===== config.mk =====
export PLATFORM = sky130hd
export DESIGN_NAME = pin_irq_detect
export DESIGN_NICKNAME = d
export VERILOG_FILES = /design/src/rtl/pin_irq_pkg.sv /design/src/rtl/pin_hist_reg.sv /design/src/rtl/pin_trig_cell.sv /design/src/rtl/pin_irq_detect.sv
export SDC_FILE = /design/constraint.sdc
export NUM_CORES = 1
export LEC_CHECK = 0
export ABC_AREA = 1
export CORE_AREA = 2 2 104 106
export DETAILED_ROUTE_END_ITERATION = 10
export DIE_AREA = 0 0 106 108
export GPL_TIMING_DRIVEN = 0
export HOLD_SLACK_MARGIN = 0.1
export PLACE_DENSITY = 0.78
export SETUP_SLACK_MARGIN = 0.4
export SLEW_MARGIN = 20
export SYNTH_ARGS = -nofsm -noshare
export SYNTH_HDL_FRONTEND = slang
export SYNTH_SLANG_ARGS = --single-unit

===== constraint.sdc =====
create_clock -name clk -period 3.1 [get_ports clk]
set_clock_uncertainty 0.15 [all_clocks]
set_input_delay 0.62 -clock clk [delete_from_list [all_inputs] [get_ports clk]]
set_output_delay 0.62 -clock clk [all_outputs]
set_load 0.02 [all_outputs]

===== src/rtl/pin_irq_pkg.sv =====
package pin_irq_pkg;

    localparam int CODE_BITS = 2;

    typedef enum logic [CODE_BITS-1:0] {
        TRIG_LOW  = 2'b00,
        TRIG_HIGH = 2'b01,
        TRIG_RISE = 2'b10,
        TRIG_FALL = 2'b11
    } trig_mode_e;

    typedef struct packed {
        logic       is_out;
        logic       any_edge;
        trig_mode_e mode;
    } pin_cfg_t;

    typedef struct packed {
        logic cur;
        logic prev;
    } pin_lvl_t;

    // Trigger decision for one pin.
    function automatic logic trig_hit(pin_cfg_t cfg, pin_lvl_t lv);
        logic moved;
        logic hit;
        moved = lv.cur ^ lv.prev;
        if (cfg.is_out) begin
            hit = 1'b0;
        end else if (cfg.any_edge) begin
            hit = moved;
        end else begin
            case (cfg.mode)
                TRIG_LOW:  hit = ~lv.cur;
                TRIG_HIGH: hit = lv.cur;
                TRIG_RISE: hit = moved & lv.cur;
                TRIG_FALL: hit = moved & ~lv.cur;
                default:   hit = 1'b0;
            endcase
        end
        return hit;
    endfunction

endpackage


===== src/rtl/pin_hist_reg.sv =====
module pin_hist_reg #(
    parameter int WIDTH = 32
) (
    input  logic             clk,
    input  logic             rst,
    input  logic [WIDTH-1:0] lvl_in,
    output logic [WIDTH-1:0] lvl_q
);

    always_ff @(posedge clk) begin
        if (rst) begin
            lvl_q <= '0;
        end else begin
            lvl_q <= lvl_in;
        end
    end

    // history is cleared by reset
    assert_hist_clear_R8: assert property (@(posedge clk)
        rst |=> (lvl_q == '0))
        else $error("history not cleared by reset");

    // history follows the inputs one edge later
    assert_hist_follow_R8: assert property (@(posedge clk) disable iff (rst)
        !rst |=> (lvl_q == $past(lvl_in)))
        else $error("history did not capture levels");

endmodule


===== src/rtl/pin_trig_cell.sv =====
module pin_trig_cell
    import pin_irq_pkg::*;
(
    input  pin_cfg_t cfg,
    input  pin_lvl_t lv,
    output logic     req
);

    always_comb begin
        req = trig_hit(cfg, lv);
    end

endmodule


===== src/rtl/pin_irq_detect.sv =====
module pin_irq_detect
    import pin_irq_pkg::*;
#(
    parameter int NUM_PINS = 32,
    localparam int CODE_W  = NUM_PINS * CODE_BITS
) (
    input  logic                clk,
    input  logic                rst,
    input  logic [NUM_PINS-1:0] pin_lvl,
    input  logic [NUM_PINS-1:0] dir_out,
    input  logic [NUM_PINS-1:0] any_edge,
    input  logic [CODE_W-1:0]   trig_code,
    output logic [NUM_PINS-1:0] set_req
);

    logic [NUM_PINS-1:0] prev_lvl;
    logic [NUM_PINS-1:0] edge_sel;
    logic [NUM_PINS-1:0] pol_sel;

    pin_hist_reg #(.WIDTH(NUM_PINS)) u_hist (
        .clk    (clk),
        .rst    (rst),
        .lvl_in (pin_lvl),
        .lvl_q  (prev_lvl)
    );

    for (genvar i = 0; i < NUM_PINS; i++) begin : g_pin
        pin_cfg_t cfg;
        pin_lvl_t lv;
        assign edge_sel[i] = trig_code[CODE_BITS*i + 1];
        assign pol_sel[i]  = trig_code[CODE_BITS*i];
        assign cfg.is_out   = dir_out[i];
        assign cfg.any_edge = any_edge[i];
        assign cfg.mode     = trig_mode_e'(trig_code[CODE_BITS*i +: CODE_BITS]);
        assign lv.cur       = pin_lvl[i];
        assign lv.prev      = prev_lvl[i];

        pin_trig_cell u_cell (
            .cfg (cfg),
            .lv  (lv),
            .req (set_req[i])
        );
    end

    // outputs stay quiet
    assert_out_quiet_R1: assert property (@(posedge clk) disable iff (rst)
        (set_req & dir_out) == '0)
        else $error("output pin requested");

    // override never requests without a change
    assert_any_still_R2: assert property (@(posedge clk) disable iff (rst)
        (set_req & ~dir_out & any_edge & ~(pin_lvl ^ prev_lvl)) == '0)
        else $error("any-edge request without change");

    // a matching level always requests
    assert_level_hold_R3: assert property (@(posedge clk) disable iff (rst)
        (~set_req & ~dir_out & ~any_edge & ~edge_sel & ~(pin_lvl ^ pol_sel)) == '0)
        else $error("level match without request");

    // edge codes only fire on a change
    assert_edge_pulse_R5: assert property (@(posedge clk) disable iff (rst)
        (set_req & ~any_edge & edge_sel & ~(pin_lvl ^ prev_lvl)) == '0)
        else $error("edge request without change");

endmodule


==> impl_results.md <==
- Die height: 108 um
- # diodes: 0
- Fillers: 1,100
- Compound-Gate Fraction of Synth Area: 5.92%
- Synthesis-to-finish area growth: 51.6%
- Max Freq: 0.383 GHz
- Core area: 10,200 um^2
- Detailed-route wire length per cell: 8.40 um
- Clock buffer depth: 2
- Area share of the largest cell type after synthesis: 32.6%
- GRT overflow: 0
- Final TNS setup: 0 ps
- Port Buffer Count: 193
- Largest family of logic cells by synthesized area: simple AND/OR/NAND/NOR gates
- GR Util All Layers: 18.2%
- Hold Path Class: in -> reg
- Most flops, register: u_hist.lvl_q
- Hold Vio Cnt, Final: 0
- Post-DRT Antenna Nets: 0
- RSZ-0062 raised after global routing: yes
- Iter 0 DRT Violations: 193
- Synth Register Bits: 32
- Total power draw: 1.48 mW
- Largest net degree at the start of global routing: 11
- CP Max Fanout: 2
- Final wirelength: 10.1 mm
- Post-Synth Adder-Cell Area: 0%
- Leak: 4.22 nW
- Synth top area cells: nand2_1 33%, inv_1 23%, dfxtp_1 16%
- CTS H-tree lvls: 2
- # IOs: 194
- Largest register FFs: 32
- Fin area: 6150 um^2
- Dpl cell area: 6160 um^2
- Final setup fails: 0
- Largest area contributor in the netlist: nand2_1
- Regs by FF count: u_hist.lvl_q: 32 flops
- Max IR drop VDD: 0.139 mV
- Max-slew violations: 0
- CTS Root Cell: clkbuf_8
- Die area: 11,400 um^2
- Final cell count without fillers: 1,207
- Status: finished, final reports clean
- Hold endpoint: u_hist.lvl_q[17]
- Crit path time final: 2610 ps
- Number of core rows: 37
- Worst Path Required: 2330 ps
- Synthesized area per cell: 4.68 um^2
- Max-Cap Viols: 0
- Global-route wire length before repair: 17.6 mm
- Library cells used by synthesis: 9
- CTS clock-pin slew for the worst setup and hold paths: 70 ps
- Hold_sp: pin_lvl[17]
- WHS Path Cells: 3
- Critical Path Sink Type: primary output
- Detailed placer's ending HPWL: 8.57 mm
- Setup Crit Path Kind: in -> out
- Die span in x: 106 um
- CP startpoint kind: input port
- Post-synthesis sequential area ratio: 15.8%
- TritonCTS buffer count: 5
- Tcrit/Tclk final: 84.2%
- Mux contribution to synthesized area: 0%
- Worst-margin pin slew: 230 ps
- Post-synthesis simple-gate area fraction: 48.3%
- PD cells: 241 nW/um^2
- Clk sinks: 32
- CTS tree: done
- Critical Path AT: 1840 ps
- XOR/XNOR Fraction of Synth Area: 0%
- Fin nets: 1,232
- Dpl cells: 1,196
- Post-route DRC: 0
- Synth Net Count: 1,029
- Initial core utilization: 39.7%
- Synthesis Warnings: 0
- Slew HR: 84.7%
- RePlAce Congestion: 0.833
- Share of cells above drive strength 1: 9.99%
- Routed vias/inst: 4.03
- Vias in the first global route: 4,466
- Mapped Cells: 867
- Final Core Density: 60.1%
- DR vias: 4,865
- Mapped Area: 4060 um^2
- First-pass DRT Iterations: 6
- Initial antenna violation count: 0
==> cell type report <==
| class | instances | area (um^2) | share of cell area, % |
|---|---|---|---|
| timing repair buffer | 196 | 1830 | 29.8 |
| inverter | 256 | 961 | 15.6 |
| tap | 136 | 170 | 2.77 |
| buffer | 35 | 255 | 4.15 |
| clock buffer | 8 | 90.1 | 1.46 |
| sequential | 32 | 641 | 10.4 |
| multi-input combinational | 544 | 2200 | 35.8 |
==> layer usage <==
| layer | global-route usage [%] | share of wire, % | vias up |
|---|---|---|---|
| met5 | 0 | 0 | - |
| met4 | 5.36 | 1.7 | 0 |
| met3 | 3.80 | 6.4 | 12 |
| met2 | 34.5 | 47 | 119 |
| met1 | 20.4 | 45 | 1937 |
| li1 | - | - | 2797 |
==> cell families (layout without fill, tap and decap cells) <==
family | after synthesis | in the layout
flops | 32 | 32
simple gates | 512 | 512
compound gates | 32 | 32
buf+inv | 291 | 495
==> cells in the final DEF (no fill, tap or decap), types with 11 or more instances in the layout <==
cell / synthesis / final
buf_2: 3 / 21
inv_1: 253 / 225
nor2_1: 128 / 128
clkdlybuf4s50_1: 0 / 149
o21bai_1: 32 / 32
dlymetal6s2s_1: 0 / 11
inv_2: 3 / 31
clkbuf_2: 0 / 12
dfxtp_1: 32 / 32
nand3_1: 32 / 32
buf_4: 32 / 35
nand2_1: 352 / 352
==> through the flow <==
stage | hold WS (ps) | worst slack [ps]
4_1_cts | 618 | 387
6_report | 485 | 489
3_3_place_gp | 1110 | 57.4
5_1_grt | 492 | 350
2_1_floorplan | 542 | 1150
3_5_place_dp | 1100 | 31.2
==> critical path: stages <==
cell             delay [ps]
clkdlybuf4s50_1         480
nand2_1                  60
nand2_1                  80
inv_1                    40
nand2_1                  50
nand3_1                  60
nand2_1                  60
inv_1                    40
buf_4                   120
clkdlybuf4s15_2         240
==> what timing repair did <==
item	4_1_cts	5_1_grt
pin swaps	0	2
setup buffers	0	3
gates resized for setup	106	48
cloned	0	0
endpoints found under the setup margin	32	32
hold buffers	0	0
==> power by group <==
group / leakage [nW] / total (mW) / internal, mW / switching (mW)
Sequential: 0.267 / 0.453 / 0.434 / 0.0198
Clock: 0.0455 / 0.335 / 0.181 / 0.154
Combinational: 3.90 / 0.693 / 0.376 / 0.318
Total: 4.22 / 1.48 / 0.990 / 0.492
==> synth_stat cells (all sizes together) <==
library cell / count
o21bai: 32
buf: 35
nand3: 32
dfxtp: 32
nand2: 352
nor2: 128
inv: 256
==> worst max path at each step <==
stage | startpoint | endpoint | slack, ps | cells after the start
after floorplan | pin_lvl[0] | set_req[0] | 1150 | 9
after global placement | pin_lvl[22] | set_req[22] | 60 | 11
after detailed placement | pin_lvl[22] | set_req[22] | 30 | 11
after CTS | pin_lvl[13] | set_req[13] | 390 | 10
after global routing | pin_lvl[24] | set_req[24] | 350 | 11
final | trig_code[33] | set_req[16] | 490 | 10
Note: power is estimated with default switching activity, not from simulation.
